<file path="src/rtl/ilk_pkg.sv">
package ilk_pkg;

    localparam int ILK_REG_W = 4;

    typedef struct packed {
        logic                 vld;
        logic                 byte_w;
        logic [ILK_REG_W-1:0] dst;
    } ilk_ent_t;

    typedef enum logic {
        S_RUN    = 1'b0,
        S_EXHOLD = 1'b1
    } ilk_state_e;

endpackage

</file>
<file path="src/rtl/ilk_load_track.sv">
module ilk_load_track
    import ilk_pkg::*;
#(
    parameter int DEPTH = 2
) (
    input  logic                      clk,
    input  logic                      rst_n,
    input  logic                      push,
    input  logic [ILK_REG_W-1:0]      push_dst,
    input  logic                      push_byte,
    output ilk_ent_t [DEPTH-1:0]      ents
);

    // Entry k holds the load that left decode k+1 cycles ago.
    always_ff @(posedge clk) begin
        if (!rst_n) begin
            ents <= '0;
        end else begin
            ents[0].vld    <= push;
            ents[0].byte_w <= push & push_byte;
            ents[0].dst    <= push ? push_dst : '0;
            for (int k = 1; k < DEPTH; k++) begin
                ents[k] <= ents[k-1];
            end
        end
    end

endmodule

</file>
<file path="src/rtl/ilk_need_calc.sv">
module ilk_need_calc
    import ilk_pkg::*;
#(
    parameter int DEPTH  = 2,
    parameter int RDY_W  = 2,
    parameter int RDY_B  = 3,
    parameter int OFFS   = 0,
    parameter int CNT_W  = 2,
    parameter int PC_IDX = 15
) (
    input  logic                  en,
    input  logic [ILK_REG_W-1:0]  src,
    input  ilk_ent_t [DEPTH-1:0]  ents,
    output logic [CNT_W-1:0]      need
);

    // Cycles still owed = ready age - current age - offset; newest match wins.
    always_comb begin
        need = '0;
        for (int k = DEPTH - 1; k >= 0; k--) begin
            if (en && (src != ILK_REG_W'(PC_IDX)) && ents[k].vld && (ents[k].dst == src)) begin
                if (ents[k].byte_w) begin
                    need = (RDY_B > k + 1 + OFFS) ? CNT_W'(RDY_B - k - 1 - OFFS) : '0;
                end else begin
                    need = (RDY_W > k + 1 + OFFS) ? CNT_W'(RDY_W - k - 1 - OFFS) : '0;
                end
            end
        end
    end

endmodule

</file>
<file path="src/rtl/ilk_unit.sv">
module ilk_unit
    import ilk_pkg::*;
#(
    parameter int PC_IDX    = 15,
    parameter int RDY_AB_W  = 2,
    parameter int RDY_AB_B  = 3,
    parameter int RDY_C_W   = 2,
    parameter int RDY_C_B   = 3
) (
    input  logic                  clk,
    input  logic                  rst_n,
    input  logic                  dec_valid,
    input  logic [ILK_REG_W-1:0]  dec_rd_a,
    input  logic                  dec_en_a,
    input  logic [ILK_REG_W-1:0]  dec_rd_b,
    input  logic                  dec_en_b,
    input  logic [ILK_REG_W-1:0]  dec_rd_c,
    input  logic                  dec_cport,
    input  logic                  dec_blk,
    input  logic                  dec_blk_store,
    input  logic [ILK_REG_W-1:0]  dec_base,
    input  logic [ILK_REG_W-1:0]  dec_first,
    input  logic                  dec_load,
    input  logic [ILK_REG_W-1:0]  dec_ld_dst,
    input  logic                  dec_ld_byte,
    input  logic                  ex_multi_busy,
    output logic                  stall_dec_o,
    output logic                  stall_ex_o,
    output logic                  bubble_o
);

    localparam int MAX_AB  = (RDY_AB_W > RDY_AB_B) ? RDY_AB_W : RDY_AB_B;
    localparam int MAX_C   = (RDY_C_W > RDY_C_B) ? RDY_C_W : RDY_C_B;
    localparam int MAX_RDY = (MAX_AB > MAX_C) ? MAX_AB : MAX_C;
    localparam int DEPTH   = (MAX_RDY > 2) ? MAX_RDY - 1 : 1;
    localparam int CNT_W   = $clog2(MAX_RDY + 1);
    localparam int NUM_OPS = 4;   // A, B, block base, C

    ilk_ent_t [DEPTH-1:0]  ents;
    logic [ILK_REG_W-1:0]  op_src  [NUM_OPS];
    logic                  op_en   [NUM_OPS];
    logic [CNT_W-1:0]      op_need [NUM_OPS];
    logic [CNT_W-1:0]      need_dec;
    logic [CNT_W-1:0]      need_ex;
    logic                  issue;
    logic                  push;

    ilk_state_e            state, state_n;
    logic [CNT_W-1:0]      ex_cnt, ex_cnt_n;

    assign op_src[0] = dec_rd_a;  assign op_en[0] = dec_en_a;
    assign op_src[1] = dec_rd_b;  assign op_en[1] = dec_en_b;
    assign op_src[2] = dec_base;  assign op_en[2] = dec_blk;
    assign op_src[3] = dec_rd_c;  assign op_en[3] = dec_cport;

    for (genvar g = 0; g < NUM_OPS; g++) begin : g_op
        if (g == NUM_OPS - 1) begin : g_cport
            ilk_need_calc #(
                .DEPTH(DEPTH), .RDY_W(RDY_C_W), .RDY_B(RDY_C_B),
                .OFFS(0), .CNT_W(CNT_W), .PC_IDX(PC_IDX)
            ) u_need (
                .en(op_en[g]), .src(op_src[g]), .ents(ents), .need(op_need[g])
            );
        end else begin : g_fwd
            ilk_need_calc #(
                .DEPTH(DEPTH), .RDY_W(RDY_AB_W), .RDY_B(RDY_AB_B),
                .OFFS(0), .CNT_W(CNT_W), .PC_IDX(PC_IDX)
            ) u_need (
                .en(op_en[g]), .src(op_src[g]), .ents(ents), .need(op_need[g])
            );
        end
    end

    // Block-store first register is read on port C one cycle after entering execute.
    ilk_need_calc #(
        .DEPTH(DEPTH), .RDY_W(RDY_C_W), .RDY_B(RDY_C_B),
        .OFFS(1), .CNT_W(CNT_W), .PC_IDX(PC_IDX)
    ) u_need_ex (
        .en(dec_blk & dec_blk_store), .src(dec_first), .ents(ents), .need(need_ex)
    );

    always_comb begin
        need_dec = '0;
        for (int i = 0; i < NUM_OPS; i++) begin
            if (op_need[i] > need_dec) need_dec = op_need[i];
        end
    end

    assign issue = dec_valid & ~stall_dec_o & ~stall_ex_o & ~ex_multi_busy;
    assign push  = issue & dec_load & (dec_ld_dst != ILK_REG_W'(PC_IDX));

    ilk_load_track #(.DEPTH(DEPTH)) u_track (
        .clk(clk), .rst_n(rst_n), .push(push),
        .push_dst(dec_ld_dst), .push_byte(dec_ld_byte), .ents(ents)
    );

    // State register
    always_ff @(posedge clk) begin
        if (!rst_n) begin
            state  <= S_RUN;
            ex_cnt <= '0;
        end else begin
            state  <= state_n;
            ex_cnt <= ex_cnt_n;
        end
    end

    // Next state
    always_comb begin
        state_n  = state;
        ex_cnt_n = ex_cnt;
        unique case (state)
            S_RUN: begin
                if (issue && (need_ex != '0)) begin
                    state_n  = S_EXHOLD;
                    ex_cnt_n = need_ex;
                end
            end
            S_EXHOLD: begin
                ex_cnt_n = ex_cnt - 1'b1;
                if (ex_cnt <= CNT_W'(1)) begin
                    state_n  = S_RUN;
                    ex_cnt_n = '0;
                end
            end
            default: begin
                state_n  = S_RUN;
                ex_cnt_n = '0;
            end
        endcase
    end

    // Outputs
    always_comb begin
        stall_ex_o  = (state == S_EXHOLD);
        stall_dec_o = dec_valid & ~ex_multi_busy & (need_dec != '0);
        bubble_o    = stall_dec_o & ~stall_ex_o;
    end

    AST_PC_FREE: assert property (@(posedge clk) disable iff (!rst_n)
        (dec_valid && dec_en_a && dec_rd_a == ILK_REG_W'(PC_IDX) && !dec_en_b && !dec_cport && !dec_blk)
        |-> !stall_dec_o) else $error("AST_PC_FREE");

    AST_EX_FROM_BLKST: assert property (@(posedge clk) disable iff (!rst_n)
        $rose(stall_ex_o) |-> $past(dec_valid && dec_blk && dec_blk_store && !stall_dec_o))
        else $error("AST_EX_FROM_BLKST");

    AST_DEC_STALL_MAX2: assert property (@(posedge clk) disable iff (!rst_n)
        (stall_dec_o && $past(stall_dec_o)) |=> !stall_dec_o)
        else $error("AST_DEC_STALL_MAX2");

    AST_GAP_CLEARS: assert property (@(posedge clk) disable iff (!rst_n)
        (!$past(issue) && !$past(issue, 2)) |-> !stall_dec_o)
        else $error("AST_GAP_CLEARS");

endmodule

</file>
<file path="config.mk">
export PLATFORM = sky130hd
export DESIGN_NAME = ilk_unit
export DESIGN_NICKNAME = d
export VERILOG_FILES = /design/src/rtl/ilk_pkg.sv /design/src/rtl/ilk_load_track.sv /design/src/rtl/ilk_need_calc.sv /design/src/rtl/ilk_unit.sv
export SDC_FILE = /design/constraint.sdc
export NUM_CORES = 1
export LEC_CHECK = 0
export BUFFER_PORTS_ARGS = -buffer_cell sky130_fd_sc_hd__buf_2
export CAP_MARGIN = 20
export CORE_MARGIN = 3
export CORE_UTILIZATION = 45
export DETAILED_ROUTE_END_ITERATION = 10
export PLACE_DENSITY = 0.73
export SLEW_MARGIN = 20
export SYNTH_ARGS = -nofsm -noshare
export SYNTH_HDL_FRONTEND = slang
export SYNTH_SLANG_ARGS = --single-unit
</file>
<file path="constraint.sdc">
create_clock -name clk -period 9.6 [get_ports clk]
set_input_delay 1.44 -clock clk [delete_from_list [all_inputs] [get_ports clk]]
set_output_delay 1.44 -clock clk [all_outputs]
set_load 0.005 [all_outputs]
</file>
==> results of run 1 <==
==> registers in the layout (all words and copies together) (netlist names) <==
| register | cells |
|---|---|
| ex_cnt | 2 |
| stall_ex_o | 1 |
| u_track.ents | 12 |
==> logic make-up after synthesis <==
logic type	after synthesis	synth area share, %
AOI/OAI and AO/OA	16	10.8
xor gates and xnor gates	33	21.3
adders and majority gates	9	8.30
buffers and inverters	19	7.65
DFF	15	22.1
muxes	3	2.58
and+or+nand+nor	66	27.3
==> final timing paths <==
path,to,cells past startpoint
setup / recovery,bubble_o,23
hold / removal,ex_cnt[1]$_SDFFE_PN0P_,2
setup reg to reg,u_track.ents[0]$_SDFF_PN0_,21
hold reg to reg,ex_cnt[1]$_SDFFE_PN0P_,2
==> worst reg2reg max path, delay by kind of cell (launching register included) <==
family | cells | cell delay, ns
buffers and inverters | 4 | 0.22
DFF | 1 | 0.58
AOI/OAI and AO/OA | 7 | 1.46
adders and majority gates | 3 | 0.83
and+or+nand+nor | 6 | 1.04
xor gates and xnor gates | 1 | 0.17
==> layer usage <==
layer	GRT usage, %	vias to the layer above
li1	-	630
met1	21.3	548
met2	37.4	38
met3	1.28	0
met4	3.72	0
met5	0	-
==> cell type report <==
class,count,area [sq um],share of cell area (%)
well taps,31,38.8,2.50
multi-input cells,127,953,61.5
clock inverters,1,5.00,0.323
clock buffers,3,22.5,1.45
flip-flops and latches,15,300,19.4
repair buffers,37,185,11.9
inverters,12,45.0,2.91
==> where the power goes <==
group          leakage (nW)   total, W  internal, W  switching [W]
Combinational         0.565  0.0000240    0.0000122      0.0000118
Clock                0.0177  0.0000343    0.0000154      0.0000188
Sequential            0.121  0.0000643    0.0000629     0.00000143
Total                 0.704   0.000123    0.0000906      0.0000321
==> synth_stat cells (2+ instances only) <==
library cell and n:
and2_1 6, buf_2 2, o22ai_1 3, nand3_1 14
nor4_1 2, xor2_1 10, nor2_1 10, mux2i_1 2
a31oi_1 2, and3_1 2, and4_1 5, nand2_1 9
buf_6 4, dfxtp_1 15, nand2b_1 2, nand4_1 6
nor3_1 4, xnor2_1 23, o32a_1 2, inv_1 12
a21o_2 2, ha_1 9
==> metrics by stage <==
step / hold slack (ns) / instances
6_report: 0.469 / 226
5_1_grt: 0.504 / 226
4_1_cts: 0.474 / 226
3_5_place_dp: 0.463 / 222
3_3_place_gp: 0.450 / 222
2_1_floorplan: 0.433 / 161
==> summary.md, run 1 <==
| Metric | Value |
|---|---|
| Outcome | `completed` |
| Worst Tran Pin Value | `0.428 ns` |
| Routed Antenna Nets | `0` |
| Critical path origin | `dec_rd_b[2]` |
| GRT overflow | `0` |
| Final nets | `240` |
| Largest net degree at the start of global routing | `12` |
| Synth Instances | `161` |
| Lkg Pwr | `0.704 nW` |
| First-pass detailed-route iteration total | `4` |
| CP delay by family, top | `compound AO/OA/AOI/OAI gates` |
| Diodes inserted | `0` |
| # setup viols final | `0` |
| Reg clk slew, reported paths | `0.08 ns` |
| Routed len/inst | `14.0 microns` |
| Crit start category | `input pin` |
| Share of post-route cells with drive strength above 1 | `26.2%` |
| WL met3 | `149 microns` |
| Syn_nets | `205` |
| Worst Path Buf+Inv | `6` |
| Routability congestion estimate from global placement | `0.872` |
| Port Buffer Count | `37` |
| Slew Viols, Final | `0` |
| Cell area after synthesis | `1360 sq um` |
| Synth unique cells | `37` |
| Die X-Extent | `60.9 microns` |
| CTS buffer count | `3` |
| Vias per cell | `5.38` |
| Worst path arrival time | `5.33 ns` |
| Max-slew headroom | `71.5%` |
| Cell-by-cell trace of the critical path | `buf_2 > xnor2_1 > nand3_1 > o32a_1 > or3_1 > ha_1 > inv_1 > o22ai_1 > nor4_1 > a21o_2 > ha_1 > inv_1 > o22ai_1 > inv_1 > nor2_1 > a21oi_1 > ha_1 > inv_1 > o22ai_1 > nand3_1 > o221ai_2 > nor3_1 > buf_2` |
| Worst skew pair latency | `0.27 ns` |
| Filler cells | `272` |
| CTS tree | `yes` |
| Die Y | `60.9 microns` |
| Post-synthesis sequential area ratio | `22.1%` |
| Routed wire length | `3.16 mm` |
| Placement Setup Slack | `2.83 ns` |
| Clk_skew | `0.00159 ns` |
| Top Ports | `38` |
| CTS max path bufs | `2` |
| Crit-path max cell delay | `0.38 ns` |
| Final worst slack | `2.83 ns` |
| Fin util | `55.3%` |
| Root buf cell | `clkbuf_4` |
| R2R Setup Slk | `5.24 ns` |
| Prevailing post-synth register cell | `dfxtp_1` |
| Commonest non-fill, non-tap cell in the layout | `buf_2` |
| DRC | `0` |
| Final Cycle Share | `70.5%` |
| Yosys top cell area share | `22.1%` |
| Post-Route Setup TNS | `0 ns` |
| Die Area | `3710 sq um` |
| Dpl cell area | `1520 sq um` |
| Dpl hpwl | `2.62 mm` |
| Post-CTS sizing | `0` |
| Core area | `2810 sq um` |
| Hold_sp | `ex_cnt[1]$_SDFFE_PN0P_` |
| Vias in the first global route | `1249` |
| Post-synthesis register bit count | `15` |
| Synthesized area per cell | `8.43 sq um` |
| CP endpoint kind | `output port` |
| Starting Density | `48.4%` |
| First-pass GRT wire length | `5.20 mm` |
| Asr flop ratio synth | `0%` |
| Initial DRC count | `42` |
| CP dominant cell by count | `inv_1` |
| RSZ-0062 raised after global routing | `false` |
| Highest-count cells in the layout ignoring fill and taps | `buf_2, xnor2_1, dfxtp_1` |
| CP max stage cell | `o221ai_2` |
| H-tree levels | `1` |
| Postcts setup bufs | `0` |
| Peak supply drop | `0.0567 mV` |
| M1 WL | `1.36 mm` |
| Cell Pwr Density | `79.1 nW/um^2` |
| Worst r2r src | `u_track.ents[0]$_SDFF_PN0_` |
| Top cells by area, synth | `dfxtp_1, xnor2_1, ha_1` |
| WS Path Type | `in2out` |
| GRT Resource Usage Total | `18.7%` |
| Yosys warns | `0` |
| Top sig layer | `met3` |
| Via count | `1216` |
| Crit path max fanout | `11` |
| Final hold vios | `0` |
| Area grow syn2layout | `14.2%` |
| Clock sink total | `15` |
| # hold bufs at CTS | `0` |
| Met2 routed WL | `1.65 mm` |
| Hold/Removal Path Class | `reg2reg` |
| Design area | `1550 sq um` |
| Max Cap Viol | `0` |
| Initial antenna violation count | `0` |
| Fin crit period | `6.77 ns` |
| Total power | `0.000123 W` |
| Critical Path RT | `8.16 ns` |
| Rows | `19` |
| Post-synth EDFFs | `0` |
| Area leader, netlist | `dfxtp_1` |
| Fmax | `148 MHz` |
No activity file was read; power rests on OpenSTA's default activity.
==> run 2, diff against run 1 <==
==> constraint.sdc (replaced) <==
create_clock -name clk -period 6.4 [get_ports clk]
set_input_delay 0.96 -clock clk [delete_from_list [all_inputs] [get_ports clk]]
set_output_delay 0.96 -clock clk [all_outputs]
set_load 0.005 [all_outputs]
==> summary.md, run 2 (synthesized netlist as in run 1, its figures left out) <==
| Metric | Value |
|---|---|
| Placement Setup Slack | `0.520 ns (was 2.83 ns)` |
| Filler cells | `274 (was 272)` |
| Die X-Extent | `60.9 microns (unchanged)` |
| Die Y | `60.9 microns (unchanged)` |
| CP dominant cell by count | `inv_1 (unchanged)` |
| First-pass detailed-route iteration total | `4 (unchanged)` |
| Final worst slack | `0.527 ns (was 2.83 ns)` |
| Max Cap Viol | `0 (unchanged)` |
| Fin crit period | `5.87 ns` |
| Commonest non-fill, non-tap cell in the layout | `buf_2 (unchanged)` |
| Vias per cell | `5.54 (was 5.38)` |
| Worst path arrival time | `4.91 ns (was 5.33 ns)` |
| RSZ-0062 raised after global routing | `false (unchanged)` |
| Slew Viols, Final | `0 (unchanged)` |
| WS Path Type | `in2out (unchanged)` |
| Routed len/inst | `14.2 microns (was 14.0 microns)` |
| Crit path max fanout | `11 (unchanged)` |
| # setup viols final | `0 (unchanged)` |
| Final Cycle Share | `91.8%` |
| Worst skew pair latency | `0.27 ns (about the same)` |
| CTS buffer count | `3 (unchanged)` |
| Area occupied by multi-input gates | `953 sq um (unchanged)` |
| Rows | `19 (unchanged)` |
| Diodes inserted | `0 (unchanged)` |
| Cell Pwr Density | `119 nW/um^2 (was 79.1 nW/um^2)` |
| DP Cell Count | `222 (unchanged)` |
| Top Ports | `38 (unchanged)` |
| First-pass GRT wire length | `5.17 mm (was 5.20 mm)` |
| Starting Density | `48.4% (unchanged)` |
| DRC | `0 (unchanged)` |
| Port Buffer Count | `37 (unchanged)` |
| Outcome | `completed (unchanged)` |
| Post-Route Setup TNS | `0 ns (unchanged)` |
| Postcts setup bufs | `0 (unchanged)` |
| CP max stage cell | `o221ai_2 (unchanged)` |
| Clk_skew | `0.00108 ns (was 0.00159 ns)` |
| Finished Layout Cells | `226 (unchanged)` |
| CP endpoint kind | `output port (unchanged)` |
| Initial DRC count | `60 (was 42)` |
| Root buf cell | `clkbuf_4 (unchanged)` |
| Die Area | `3710 sq um (unchanged)` |
| Area grow syn2layout | `14.2% (unchanged)` |
| Max reg flops | `12 (unchanged)` |
| Top reg by flops | `u_track.ents (unchanged)` |
| Fmax | `170 MHz` |
| GRT overflow | `0 (unchanged)` |
| Largest net degree at the start of global routing | `12 (unchanged)` |
| Dpl hpwl | `2.61 mm (was 2.62 mm)` |
| Min Hold Slack | `0.478 ns (was 0.469 ns)` |
| H-tree levels | `1 (unchanged)` |
| Fin util | `55.3% (unchanged)` |
| Clock sink total | `15 (unchanged)` |
| Lkg Pwr | `0.704 nW (unchanged)` |
| Cell-by-cell trace of the critical path | `buf_2 > xnor2_1 > nand3_1 > o32a_1 > or3_1 > ha_1 > inv_1 > o22ai_1 > nor4_1 > a21o_2 > ha_1 > inv_1 > o22ai_1 > inv_1 > nor2_1 > a21oi_1 > ha_1 > inv_1 > o22ai_1 > nand3_1 > o221ai_2 > nor3_1 > buf_2 (unchanged)` |
| Hold/Removal Path Class | `reg2reg (unchanged)` |
| Crit start category | `input pin (unchanged)` |
| Max-slew headroom | `69.9% (was 71.5%)` |
| Initial antenna violation count | `0 (unchanged)` |
| Share of post-route cells with drive strength above 1 | `26.2% (unchanged)` |
| Highest-count cells in the layout ignoring fill and taps | `buf_2, xnor2_1, dfxtp_1 (unchanged)` |
| Critical Path RT | `5.44 ns (was 8.16 ns)` |
| Vias in the first global route | `1193 (was 1249)` |
| CTS max path bufs | `2 (unchanged)` |
| Final hold vios | `0 (unchanged)` |
| Worst Tran Pin Value | `0.451 ns (was 0.428 ns)` |
| Peak supply drop | `0.120 mV (was 0.0567 mV)` |
| Crit-path max cell delay | `0.40 ns (was 0.38 ns)` |
| Register area | `300 sq um (unchanged)` |
| Routed Antenna Nets | `0 (unchanged)` |
| Via count | `1252 (was 1216)` |
| # hold bufs at CTS | `0 (unchanged)` |
| GRT Resource Usage Total | `18.6% (was 18.7%)` |
| Final nets | `240 (unchanged)` |
| Routed wire length | `3.22 mm (was 3.16 mm)` |
| CTS tree | `yes (unchanged)` |
| Post-CTS sizing | `0 (unchanged)` |
| Reg clk slew, reported paths | `0.08 ns (about the same)` |
| Routability congestion estimate from global placement | `0.851 (was 0.872)` |
| Core area | `2810 sq um (unchanged)` |
## run 2: cell counts in the layout (fill, tap and decap cells not counted)
Identical to the previous run, type by type.
## run 2: stage by stage
stage | power [W] | cell area [sq um]
floorplan | 0.000117 | 1360
global placement | 0.000133 | 1520
detailed placement | 0.000135 | 1520
CTS | 0.000186 | 1550
global route | 0.000194 | 1550
finish | 0.000184 | 1550
## run 2: path summary, 6_finish.rpt
check	from	endpoint	slack [ns]	depth (start not counted)
hold / removal	ex_cnt[1]$_SDFFE_PN0P_	ex_cnt[1]$_SDFFE_PN0P_	0.48	2
hold reg to reg	ex_cnt[1]$_SDFFE_PN0P_	ex_cnt[1]$_SDFFE_PN0P_	0.48	2
setup / recovery	dec_rd_b[2]	bubble_o	0.53	23
setup reg to reg	u_track.ents[0]$_SDFF_PN0_	u_track.ents[0]$_SDFF_PN0_	1.93	21
## run 2: final cells by class
cell class / count / area share [%]
timing repair buffer: 37 / 11.9
clock inverter: 1 / 0.323
sequential: 15 / 19.4
clock buffer: 3 / 1.45
inverter: 12 / 2.91
multi-input combinational: 127 / 61.5
tap: 31 / 2.50
## run 2: report_power, final
part / internal [W] / total, W / switching, W
combinational: 0.0000183 / 0.0000358 / 0.0000175
clock: 0.0000231 / 0.0000513 / 0.0000282
sequential: 0.0000944 / 0.0000966 / 0.00000228
total: 0.000136 / 0.000184 / 0.0000479
## run 2: layer usage
metal / GRT usage (%) / vias up / share of wire, %
met2: 35.0 / 38 / 52
met3: 1.28 / 2 / 4.8
met5: 0 / - / 0
li1: - / 629 / -
met1: 22.6 / 583 / 43
met4: 4.95 / 0 / 0.65
## run 2: worst max-delay path, delay by kind of cell
family / cells / cell delay, ns
AO/OA/AOI/OAI: 7 / 1.64
XOR/XNOR: 1 / 0.13
adder cells (fa/ha/maj): 3 / 0.84
buffers and inverters: 6 / 0.50
AND/OR/NAND/NOR: 6 / 0.83
==> run 3, diff against run 2 <==
--- a/config.mk
+++ b/config.mk
@@ -5,12 +5,13 @@
 export SDC_FILE = /design/constraint.sdc
 export NUM_CORES = 1
 export LEC_CHECK = 0
+export ABC_AREA = 1
 export BUFFER_PORTS_ARGS = -buffer_cell sky130_fd_sc_hd__buf_2
 export CAP_MARGIN = 20
 export CORE_MARGIN = 3
 export CORE_UTILIZATION = 45
 export DETAILED_ROUTE_END_ITERATION = 10
-export PLACE_DENSITY = 0.73
+export PLACE_DENSITY = 0.72
 export SLEW_MARGIN = 20
 export SYNTH_ARGS = -nofsm -noshare
 export SYNTH_HDL_FRONTEND = slang
==> summary.md, run 3 <==
| Metric | Value |
|---|---|
| Reg clk slew, reported paths | `0.09 ns (was 0.08 ns)` |
| First-pass GRT wire length | `6.28 mm (was 5.17 mm)` |
| Yosys top cell area share | `20.6% (was 22.1%)` |
| GRT Resource Usage Total | `18.6% (about the same)` |
| Share of post-route cells with drive strength above 1 | `27.2% (was 26.2%)` |
| Worst Tran Pin Value | `0.421 ns (was 0.451 ns)` |
| WS Path Type | `in2out (unchanged)` |
| Post-Synth Simple-Gate Area | `46.9% (was 27.3%)` |
| Worst skew pair latency | `0.27 ns (about the same)` |
| Outcome | `completed (unchanged)` |
| First-pass detailed-route iteration total | `4 (unchanged)` |
| Largest net degree at the start of global routing | `11 (was 12)` |
| Slew Viols, Final | `0 (unchanged)` |
| Top cells by area, synth | `nand2_1, dfxtp_1, inv_1 (was dfxtp_1, xnor2_1, ha_1)` |
| # hold bufs at CTS | `0 (unchanged)` |
| Synthesized area per cell | `6.21 sq um (was 8.43 sq um)` |
| Synth Instances | `252 (was 161)` |
| CTS max path bufs | `2 (unchanged)` |
| Lkg Pwr | `0.973 nW (was 0.704 nW)` |
| Clock sink total | `15 (unchanged)` |
| Critical Path RT | `5.44 ns (about the same)` |
| Die Area | `4220 sq um (was 3710 sq um)` |
| CP delay by family, top | `simple AND/OR/NAND/NOR gates (was compound AO/OA/AOI/OAI gates)` |
| Starting Density | `49.2% (was 48.4%)` |
| Postcts setup bufs | `0 (unchanged)` |
| XOR/XNOR share of the synthesized area | `3.92% (was 21.3%)` |
| Largest family of logic cells by synthesized area | `simple AND/OR/NAND/NOR gates (unchanged)` |
| Final Cycle Share | `79.6% (was 91.8%)` |
| Filler cells | `339 (was 274)` |
| Yosys warns | `0 (unchanged)` |
| Via count | `1599 (was 1252)` |
| Synth unique cells | `33 (was 37)` |
| Routed len/inst | `10.8 microns (was 14.2 microns)` |
| Crit start category | `input pin (unchanged)` |
| Area share of fa/ha/maj cells after synthesis | `7.20% (was 8.29%)` |
| Fin crit period | `5.09 ns (was 5.87 ns)` |
| Syn_nets | `296 (was 205)` |
| CP max stage cell | `ha_1 (was o221ai_2)` |
| Diodes inserted | `0 (unchanged)` |
| DP Cell Count | `330 (was 222)` |
| Highest-count cells in the layout ignoring fill and taps | `nand2_1, inv_1, buf_2 (was buf_2, xnor2_1, dfxtp_1)` |
| Root buf cell | `clkbuf_4 (unchanged)` |
| # setup viols final | `0 (unchanged)` |
| Max-slew headroom | `71.9% (was 69.9%)` |
| RSZ-0062 raised after global routing | `false (unchanged)` |
| Vias per cell | `4.79 (was 5.54)` |
| CTS buffer count | `3 (unchanged)` |
| Final nets | `335 (was 240)` |
| Crit path max fanout | `4 (was 11)` |
| Vias in the first global route | `1410 (was 1193)` |
| Fmax | `196 MHz (was 170 MHz)` |
| Post-CTS sizing | `0 (unchanged)` |
| Most instantiated cells after synthesis | `nand2_1, inv_1, dfxtp_1 (was xnor2_1, dfxtp_1, nand3_1)` |
| CTS tree | `yes (unchanged)` |
| Port Buffer Count | `37 (unchanged)` |
| Prevailing post-synth register cell | `dfxtp_1 (unchanged)` |
| GRT overflow | `0 (unchanged)` |
| CP endpoint kind | `output port (unchanged)` |
| Routability congestion estimate from global placement | `0.862 (was 0.851)` |
| Area grow syn2layout | `15.9% (was 14.2%)` |
| DRC | `0 (unchanged)` |
| Initial DRC count | `51 (was 60)` |
| H-tree levels | `1 (unchanged)` |
| Core area | `3180 sq um (was 2810 sq um)` |
| Top reg by flops | `u_track.ents (unchanged)` |
| Multiplexer share of the synthesized area | `0% (was 2.58%)` |
| Area leader, netlist | `nand2_1 (was dfxtp_1)` |
| Asr flop ratio synth | `0% (unchanged)` |
| Post-synthesis register bit count | `15 (unchanged)` |
| Worst Path Buf+Inv | `6 (unchanged)` |
| Cell Pwr Density | `105 nW/um^2 (was 119 nW/um^2)` |
| Crit-path max cell delay | `0.34 ns (was 0.40 ns)` |
| Top Ports | `38 (unchanged)` |
| Clk_skew | `0.00170 ns (was 0.00108 ns)` |
| Most frequent cell after synthesis | `nand2_1 (was xnor2_1)` |
| Post-synth EDFFs | `0 (unchanged)` |
| Cell area after synthesis | `1560 sq um (was 1360 sq um)` |
| Final hold vios | `0 (unchanged)` |
| Rows | `20 (was 19)` |
| Routed Antenna Nets | `0 (unchanged)` |
| Synth Area in Compound Gates | `10.1% (was 10.8%)` |
| Die Y | `65.0 microns (was 60.9 microns)` |
| Worst path arrival time | `4.13 ns (was 4.91 ns)` |
| Hold/Removal Path Class | `reg2reg (unchanged)` |
| Initial antenna violation count | `0 (unchanged)` |
| Dpl hpwl | `3.03 mm (was 2.61 mm)` |
| Post-Route Setup TNS | `0 ns (unchanged)` |
| Routed wire length | `3.60 mm (was 3.22 mm)` |
| CP dominant cell by count | `nand2_1 (was inv_1)` |
| Post-synthesis sequential area ratio | `19.2% (was 22.1%)` |
| Finished Layout Cells | `334 (was 226)` |
| Max reg flops | `12 (unchanged)` |
| Max Cap Viol | `0 (unchanged)` |
| Die X-Extent | `65.0 microns (was 60.9 microns)` |
| Commonest non-fill, non-tap cell in the layout | `nand2_1 (was buf_2)` |
| Peak supply drop | `0.128 mV (was 0.120 mV)` |
run 3: cell types whose count changed after synthesis, moves of 6 or more:
cell,before,now
xnor2_1,23,2
nand3_2,0,8
nor2_2,0,11
nand3_1,14,7
nand2_1,9,86
inv_1,12,42
and2_1,6,0
inv_2,0,6
run 3: through the flow:
step	total power, W	cell area (sq um)	util [%]	hold WS, ns	worst slack, ns
final	0.000190	1810	57.0	0.454	1.31
after floorplan	0.000120	1560	-	0.419	1.74
after global routing	0.000204	1810	57.0	0.476	0.926
after detailed placement	0.000139	1790	56.2	0.445	1.29
after CTS	0.000192	1810	57.0	0.459	1.30
after global placement	0.000139	1790	56.2	0.427	1.37
run 3: logic make-up after synthesis:
family / count (synthesis)
xor+xnor: 7
compound gates: 25
fa+ha+maj: 9
buf+inv: 51
flops: 15
simple gates: 145
run 3: worst paths after layout:
check	slack, ns	endpoint	start	cells after the start
setup / recovery	1.31	bubble_o	dec_rd_b[1]	26
hold / removal	0.45	u_track.ents[9]$_SDFF_PN0_	u_track.ents[3]$_SDFF_PN0_	2
setup reg to reg	2.73	u_track.ents[3]$_SDFF_PN0_	u_track.ents[1]$_SDFF_PN0_	25
hold reg to reg	0.45	u_track.ents[9]$_SDFF_PN0_	u_track.ents[3]$_SDFF_PN0_	2
run 3: report_power, final:
| part | switching [W] | internal, W | total, W |
|---|---|---|---|
| sequential | 0.00000183 | 0.0000944 | 0.0000962 |
| combinational | 0.0000235 | 0.0000173 | 0.0000408 |
| clock | 0.0000302 | 0.0000231 | 0.0000533 |
| total | 0.0000556 | 0.000135 | 0.000190 |
run 3: final cells by class:
type / instances / area [sq um] / area share (%)
multi-input combinational: 186 / 1060 / 58.7
sequential: 15 / 300 / 16.6
timing repair buffer: 37 / 185 / 10.2
inverter: 48 / 180 / 9.94
tap: 44 / 55.1 / 3.04
clock buffer: 3 / 22.5 / 1.24
clock inverter: 1 / 5.00 / 0.276
run 3: per-layer routing:
metal  part of all wire [%]  track usage [%]  up-vias
met1                     47             26.0      691
met2                     48             30.5       43
met4                   0.58             4.75        0
met5                      0                0        -
met3                    4.6             1.56        2
li1                       -                -      863
run 3: tightest hold or removal path, stage by stage, from the launching register on:
cell and delay (ns):
dfxtp_1 0.33, nand2_1 0.06, inv_1 0.03
